**config.mk**
```make
export PLATFORM = sky130hd
export DESIGN_NAME = cfg_index_port
export DESIGN_NICKNAME = d
export VERILOG_FILES = /design/src/rtl/cfg_port_pkg.sv /design/src/rtl/cfg_wr_policy.sv /design/src/rtl/cfg_reg_file.sv /design/src/rtl/cfg_index_port.sv
export SDC_FILE = /design/constraint.sdc
export NUM_CORES = 2
export LEC_CHECK = 0
export ABC_AREA = 1
export BUFFER_PORTS_ARGS = -buffer_cell sky130_fd_sc_hd__clkbuf_2
export CELL_PAD_IN_SITES_DETAIL_PLACEMENT = 0
export CELL_PAD_IN_SITES_GLOBAL_PLACEMENT = 1
export CORE_UTILIZATION = 45
export DETAILED_ROUTE_END_ITERATION = 10
export PLACE_DENSITY = 0.87
export SLEW_MARGIN = 5
export SYNTH_ARGS = -nofsm -noshare
export SYNTH_HDL_FRONTEND = slang
export SYNTH_SLANG_ARGS = --single-unit
```
**constraint.sdc**
```tcl
create_clock -name clk -period 2.5 [get_ports clk]
set_clock_uncertainty 0.1 [all_clocks]
set_input_delay 0.375 -clock clk [delete_from_list [all_inputs] [get_ports clk]]
set_output_delay 0.375 -clock clk [all_outputs]
set_load 0.01 [all_outputs]
```
**src/rtl/cfg_port_pkg.sv**
```systemverilog
`timescale 1ns/1ps
package cfg_port_pkg;
    localparam int DATA_W = 8;
    localparam int IDX_W  = 8;

    typedef struct packed {
        logic [IDX_W-1:0]  idx;
        logic [DATA_W-1:0] rdata;
        logic              claimed;
        logic              unsup;
    } port_state_t;

    // indices whose entries software may never change
    function automatic logic is_locked(input logic [7:0] i);
        logic r;
        r = 1'b0;
        if (i <= 8'hDF) r = 1'b1;
        if (i == 8'hE4 || i == 8'hE5 || i == 8'hF3 || i == 8'hF5 || i == 8'hF7) r = 1'b1;
        if (i >= 8'hE9 && i <= 8'hED) r = 1'b1;
        if (i >= 8'hF9 && i <= 8'hFB) r = 1'b1;
        if (i >= 8'hFD) r = 1'b1;
        return r;
    endfunction

    function automatic logic is_pinned(input logic [7:0] i);
        return (i == 8'hE7) || (i == 8'hE8);
    endfunction

    function automatic logic [7:0] pinned_value(input logic [7:0] i);
        return (i == 8'hE7) ? 8'hFE : 8'hBE;
    endfunction

    function automatic logic [7:0] reset_value(input logic [7:0] i);
        logic [7:0] v;
        case (i)
            8'hE0:   v = 8'h3C;
            8'hE2:   v = 8'h03;
            8'hE3:   v = 8'hFC;
            8'hE6:   v = 8'hDE;
            8'hE7:   v = 8'hFE;
            8'hE8:   v = 8'hBE;
            default: v = 8'h00;
        endcase
        return v;
    endfunction
endpackage

```
**src/rtl/cfg_wr_policy.sv**
```systemverilog
`timescale 1ns/1ps
module cfg_wr_policy
    import cfg_port_pkg::*;
#(
    parameter int DW = DATA_W,
    parameter int IW = IDX_W
) (
    input  logic          req,
    input  logic [IW-1:0] idx,
    input  logic [DW-1:0] val,
    output logic          commit,
    output logic          refuse_pin
);
    logic locked;
    logic pinned;
    logic pin_ok;

    always_comb begin
        locked     = is_locked(8'(idx));
        pinned     = is_pinned(8'(idx));
        pin_ok     = (8'(val) == pinned_value(8'(idx)));
        commit     = req && !locked && (!pinned || pin_ok);
        refuse_pin = req && pinned && !pin_ok;
    end
endmodule

```
**src/rtl/cfg_reg_file.sv**
```systemverilog
`timescale 1ns/1ps
module cfg_reg_file
    import cfg_port_pkg::*;
#(
    parameter int DW = DATA_W,
    parameter int IW = IDX_W
) (
    input  logic          clk,
    input  logic          rst_n,
    input  logic          we,
    input  logic [IW-1:0] waddr,
    input  logic [DW-1:0] wval,
    input  logic [IW-1:0] raddr,
    output logic [DW-1:0] rval
);
    localparam int DEPTH = 1 << IW;

    logic [DW-1:0] mem_d [DEPTH];
    logic [DW-1:0] mem_q [DEPTH];

    always_comb begin
        mem_d = mem_q;
        if (we) mem_d[waddr] = wval;
    end

    always_ff @(posedge clk) begin
        if (!rst_n) begin
            for (int i = 0; i < DEPTH; i++) mem_q[i] <= DW'(reset_value(8'(i)));
        end else begin
            mem_q <= mem_d;
        end
    end

    assign rval = mem_q[raddr];
endmodule

```
**src/rtl/cfg_index_port.sv**
```systemverilog
`timescale 1ns/1ps
module cfg_index_port
    import cfg_port_pkg::*;
(
    input  logic              clk,
    input  logic              rst_n,
    input  logic              port_en,
    input  logic              addr_lsb,
    input  logic              wr_stb,
    input  logic              rd_stb,
    input  logic [DATA_W-1:0] wdata,
    output logic [DATA_W-1:0] rdata,
    output logic              claimed,
    output logic              unsupported
);
    port_state_t s_d, s_q;

    logic              data_wr;
    logic              data_rd;
    logic              idx_wr;
    logic              commit;
    logic              refuse_pin;
    logic [DATA_W-1:0] entry_val;

    assign data_wr = port_en && wr_stb && addr_lsb;
    assign data_rd = port_en && rd_stb && addr_lsb;
    assign idx_wr  = port_en && wr_stb && !addr_lsb;

    cfg_wr_policy #(.DW(DATA_W), .IW(IDX_W)) u_policy (
        .req        (data_wr),
        .idx        (s_q.idx),
        .val        (wdata),
        .commit     (commit),
        .refuse_pin (refuse_pin)
    );

    cfg_reg_file #(.DW(DATA_W), .IW(IDX_W)) u_rf (
        .clk   (clk),
        .rst_n (rst_n),
        .we    (commit),
        .waddr (s_q.idx),
        .wval  (wdata),
        .raddr (s_q.idx),
        .rval  (entry_val)
    );

    always_comb begin
        s_d         = s_q;
        s_d.rdata   = '1;
        s_d.claimed = 1'b0;
        s_d.unsup   = refuse_pin;
        if (idx_wr) s_d.idx = IDX_W'(wdata);
        if (data_rd) begin
            s_d.rdata   = entry_val;
            s_d.claimed = 1'b1;
        end
    end

    always_ff @(posedge clk) begin
        if (!rst_n) begin
            s_q.idx     <= '0;
            s_q.rdata   <= '1;
            s_q.claimed <= 1'b0;
            s_q.unsup   <= 1'b0;
        end else begin
            s_q <= s_d;
        end
    end

    assign rdata       = s_q.rdata;
    assign claimed     = s_q.claimed;
    assign unsupported = s_q.unsup;

    // index only moves on an enabled even-port write
    a_r1_index_hold: assert property (@(posedge clk) disable iff (!rst_n)
        !(port_en && wr_stb && !addr_lsb) |=> $stable(s_q.idx));
    // an enabled data-port read is claimed next cycle
    a_r2_claim_follows_read: assert property (@(posedge clk) disable iff (!rst_n)
        (port_en && rd_stb && addr_lsb) |=> claimed);
    // nothing is claimed or flagged while disabled
    a_r7_quiet_when_off: assert property (@(posedge clk) disable iff (!rst_n)
        !port_en |=> (!claimed && !unsupported && rdata == 8'hFF));
    // idle read bus
    a_r8_idle_ff: assert property (@(posedge clk) disable iff (!rst_n)
        !claimed |-> rdata == 8'hFF);
    // refusal pulse needs a preceding data write and lasts one cycle
    a_r6_unsup_single: assert property (@(posedge clk) disable iff (!rst_n)
        unsupported |-> ($past(port_en && wr_stb && addr_lsb) && !$past(unsupported)));
    // pinned entries keep their single legal value
    a_r6_pin_e7_fixed: assert property (@(posedge clk) disable iff (!rst_n)
        u_rf.mem_q[8'hE7] == 8'hFE);
    a_r6_pin_e8_fixed: assert property (@(posedge clk) disable iff (!rst_n)
        u_rf.mem_q[8'hE8] == 8'hBE);
    // a protected entry never changes after reset
    a_r4_top_locked: assert property (@(posedge clk) disable iff (!rst_n)
        $stable(u_rf.mem_q[8'hFF]));
endmodule

```
==> flow_metrics.tcl <==
set metrics [dict create \
    nets 11290 \
    cts.path.max_buffers 3 \
    finalHoldViolations 0 \
    insertion_delay_ns 0.84 \
    start_kind "register" \
    worstPathRequired_ns 3.13 \
    max_freq_mhz 398.6 \
    synth-edff-count 0 \
    dieArea_mm2 0.1739 \
    max-vdd-ir-drop_mv 0.6332 \
    cpLargestDelayFamily "simple AND/OR/NAND/NOR gates" \
    ios 24 \
    synthCells 11200 \
    relSlewSlack_pct 36.69 \
    slowest_stage "dfxtp_4" \
    core_area_mm2 0.1702 \
    track_usage_pct 21.85 \
    critPathCaptureType "register" \
    vias_per_cell 4.586 \
    finalInstanceArea_mm2 0.09062 \
    final.setup.worst_slack_ns -0.008878 \
    cts_buffers 208 \
    synth_seq_cells 2066 \
    avgSynthCellArea_um2 6.922 \
    root_buffer "clkbuf_16" \
    grt_max_degree 214 \
    die_y_um 417.1 \
    dieWidth_um 417.1 \
    hold_depth 4 \
    synthArstFlopShare_pct 0 \
    finalSetupViolCount 1 \
    utilization_pct 53.23 \
    crit_path_max_incr_delay_ns 0.45 \
    synth_warnings 0 \
    worst_r2r_startpoint "s_q[10]" \
    globalplace.congestion 0.8553 \
    drt_iter0_markers 4806 \
    worstMarginPinSlew_ns 0.9497 \
    power_density_mw_per_mm2 740.8 \
    critPathBufInv 4 \
    rsz0062_at_grt "yes" \
    htreeDepth 4 \
    synth.distinct_cells 27 \
    r2r_end "rdata[2]" \
    status "finished with violations" \
    start_util_pct 45.54 \
    min_from "wdata[6]" \
    min_period_ns 2.509 \
    drc 0 \
    drt-pass1-iter-count 8 \
    cts.sinks 2066 \
    syn_area_mm2 0.07752 \
    crit_type "register to register" \
    drv_cap 0 \
    routed_wl_um 192100 \
    drive_gt1_share_pct 7.706 \
    antenna_found_initial 0 \
    violations "setup timing" \
    rrSetupSlack_ns -0.009 \
    r2r.worst_path.cells 15 \
    grt_pass1_vias 58900 \
    num_vias 63020 \
    power.leakage_nw 53.11 \
    cp.arrival_ns 3.13 \
    clkTransAtPathRegs_ns 0.06 \
    rows 151 \
    antenna_cells 0 \
    hold_path.class "primary input to register" \
    placed_area_mm2 0.08241 \
    synth_seq_area_share_pct 53.35 \
    wire_per_inst_um 13.98 \
    synth_ff_type "dfxtp_1" \
    grt_pass1_wl_um 310400 \
    holdPathEnd "u_rf.mem_q[126]" \
    overflow 0 \
    slew_violations 0 \
    post-route-period-util_pct 100.4 \
    dp_hpwl_um 116800 \
    synth_nets 11210 \
    tritoncts "built" \
    port_buffers 23 \
    critPathMaxFanout 7 \
    worstPathCellList "nor2_4 > buf_4 > buf_12 > buf_12 > nand2_1 > nand4_1 > nand2_2 > nand2_1 > o21ai_1 > nand2_2 > nor2_4 > nor2_2 > buf_4 > nor2_4 > nand2_1" \
    synthToLayoutAreaGrowth_pct 16.89 \
    ant_nets 0 \
]
-- Yosys cell counts, types with 40 or more instances --
cell | number | area (um^2)
nand2_1 | 5473 | 20540
dfxtp_1 | 2066 | 41360
inv_1 | 1955 | 7338
clkbuf_1 | 437 | 1640
nand4_1 | 243 | 1520
nand3_1 | 214 | 1071
nor2_1 | 198 | 743.2
o21ai_0 | 181 | 905.9
a21oi_1 | 180 | 900.9
buf_2 | 81 | 405.4
buf_1 | 56 | 210.2
a22oi_1 | 40 | 300.3
-- routing by layer --
layer,GRT usage (%),vias up,routed length (um)
met5,0,-,0
met4,6.275,0,4746
met3,2.880,295,8789
met2,36.41,1107,88290
met1,29.49,28910,90290
li1,-,32710,-
-- sequential cells by signal, summed over array words and instances, names as in the netlist --
signal / cells
s_q: 8
unsupported: 1
rdata: 8
u_rf.mem_q: 2048
claimed: 1
-- cell usage in the layout (no fill, tap or decap), types with 132 or more instances in the layout --
cell       netlist  final
a21oi_1        180    180
buf_4           17    274
clkbuf_16        0    217
dfxtp_1       2066   2062
inv_1         1955   1952
nand2_1       5473   5460
nand3_1        214    212
nand4_1        243    243
nor2_1         198    154
o21ai_0        181    132
-- power breakdown --
part / switching [mW] / internal (mW) / leakage [nW]
Sequential: 0.0207 / 32.9 / 16.6
Combinational: 1.87 / 0.741 / 33.0
Clock: 13.3 / 18.2 / 3.48
Total: 15.2 / 51.9 / 53.1
-- stage by stage --
| stage | power (mW) | setup slack [ns] | TNS, ns | hold WS [ns] | std cells |
|---|---|---|---|---|---|
| 4_1_cts | 67.76 | -0.01512 | -0.01512 | 0.01225 | 13730 |
| 3_5_place_dp | 36.12 | -0.3124 | -1.037 | 0.3160 | 13300 |
| 5_1_grt | 69.44 | -0.09928 | -0.6183 | 0.04875 | 13740 |
| 6_report | 67.13 | -0.008878 | -0.008878 | 0.08137 | 13740 |
| 2_1_floorplan | 34.83 | 0.5257 | 0 | 0.3068 | 11200 |
| 3_3_place_gp | 36.12 | -0.3823 | -1.053 | 0.3124 | 13300 |
-- worst reg2reg max path, cell delays in order (launching register included) --
cell,delay (ns)
dfxtp_4,0.45
nor2_4,0.06
buf_4,0.15
buf_12,0.15
buf_12,0.14
nand2_1,0.06
nand4_1,0.18
nand2_2,0.18
nand2_1,0.07
o21ai_1,0.15
nand2_2,0.12
nor2_4,0.16
nor2_2,0.06
buf_4,0.14
nor2_4,0.17
nand2_1,0.06
-- cell families after synthesis --
group                  after synthesis  share of synthesized area (%)
AO/OA/AOI/OAI                      403                          2.741
XOR/XNOR                             1                        0.01130
buffers and inverters             2554                          12.60
flip-flops                        2066                          53.35
AND/OR/NAND/NOR                   6175                          31.30
-- worst max path at each step --
stage / cells past startpoint / startpoint / slack [ns] / endpoint
after floorplan: 14 / addr_lsb / 0.53 / u_rf.mem_q[128]
after detailed placement: 15 / s_q[10] / -0.31 / rdata[2]
after global placement: 15 / s_q[10] / -0.38 / rdata[2]
after global routing: 16 / s_q[10] / -0.1 / rdata[6]
after CTS: 15 / s_q[11] / -0.02 / rdata[4]
final: 15 / s_q[10] / -0.009 / rdata[2]
-- final cells by class --
cell class | count | area [um^2]
Clock inverter | 70 | 959.7
Timing Repair Buffer | 455 | 5221
Tap cell | 2295 | 2872
Fill cell | 16180 | 79610
Multi-Input combinational cell | 6579 | 26660
Sequential cell | 2066 | 41370
Clock buffer | 314 | 6143
Inverter | 1961 | 7387
-- what timing repair did --
action                                 CTS  global route
setup buffers                           26             3
hold buffers                            15             0
setup endpoints to repair               88           110
endpoints found under the hold margin  182             0
pin swaps                               25            24
cloned                                   4             9
gates resized for setup                 46           105
Note: power is estimated with default switching activity, not from simulation.
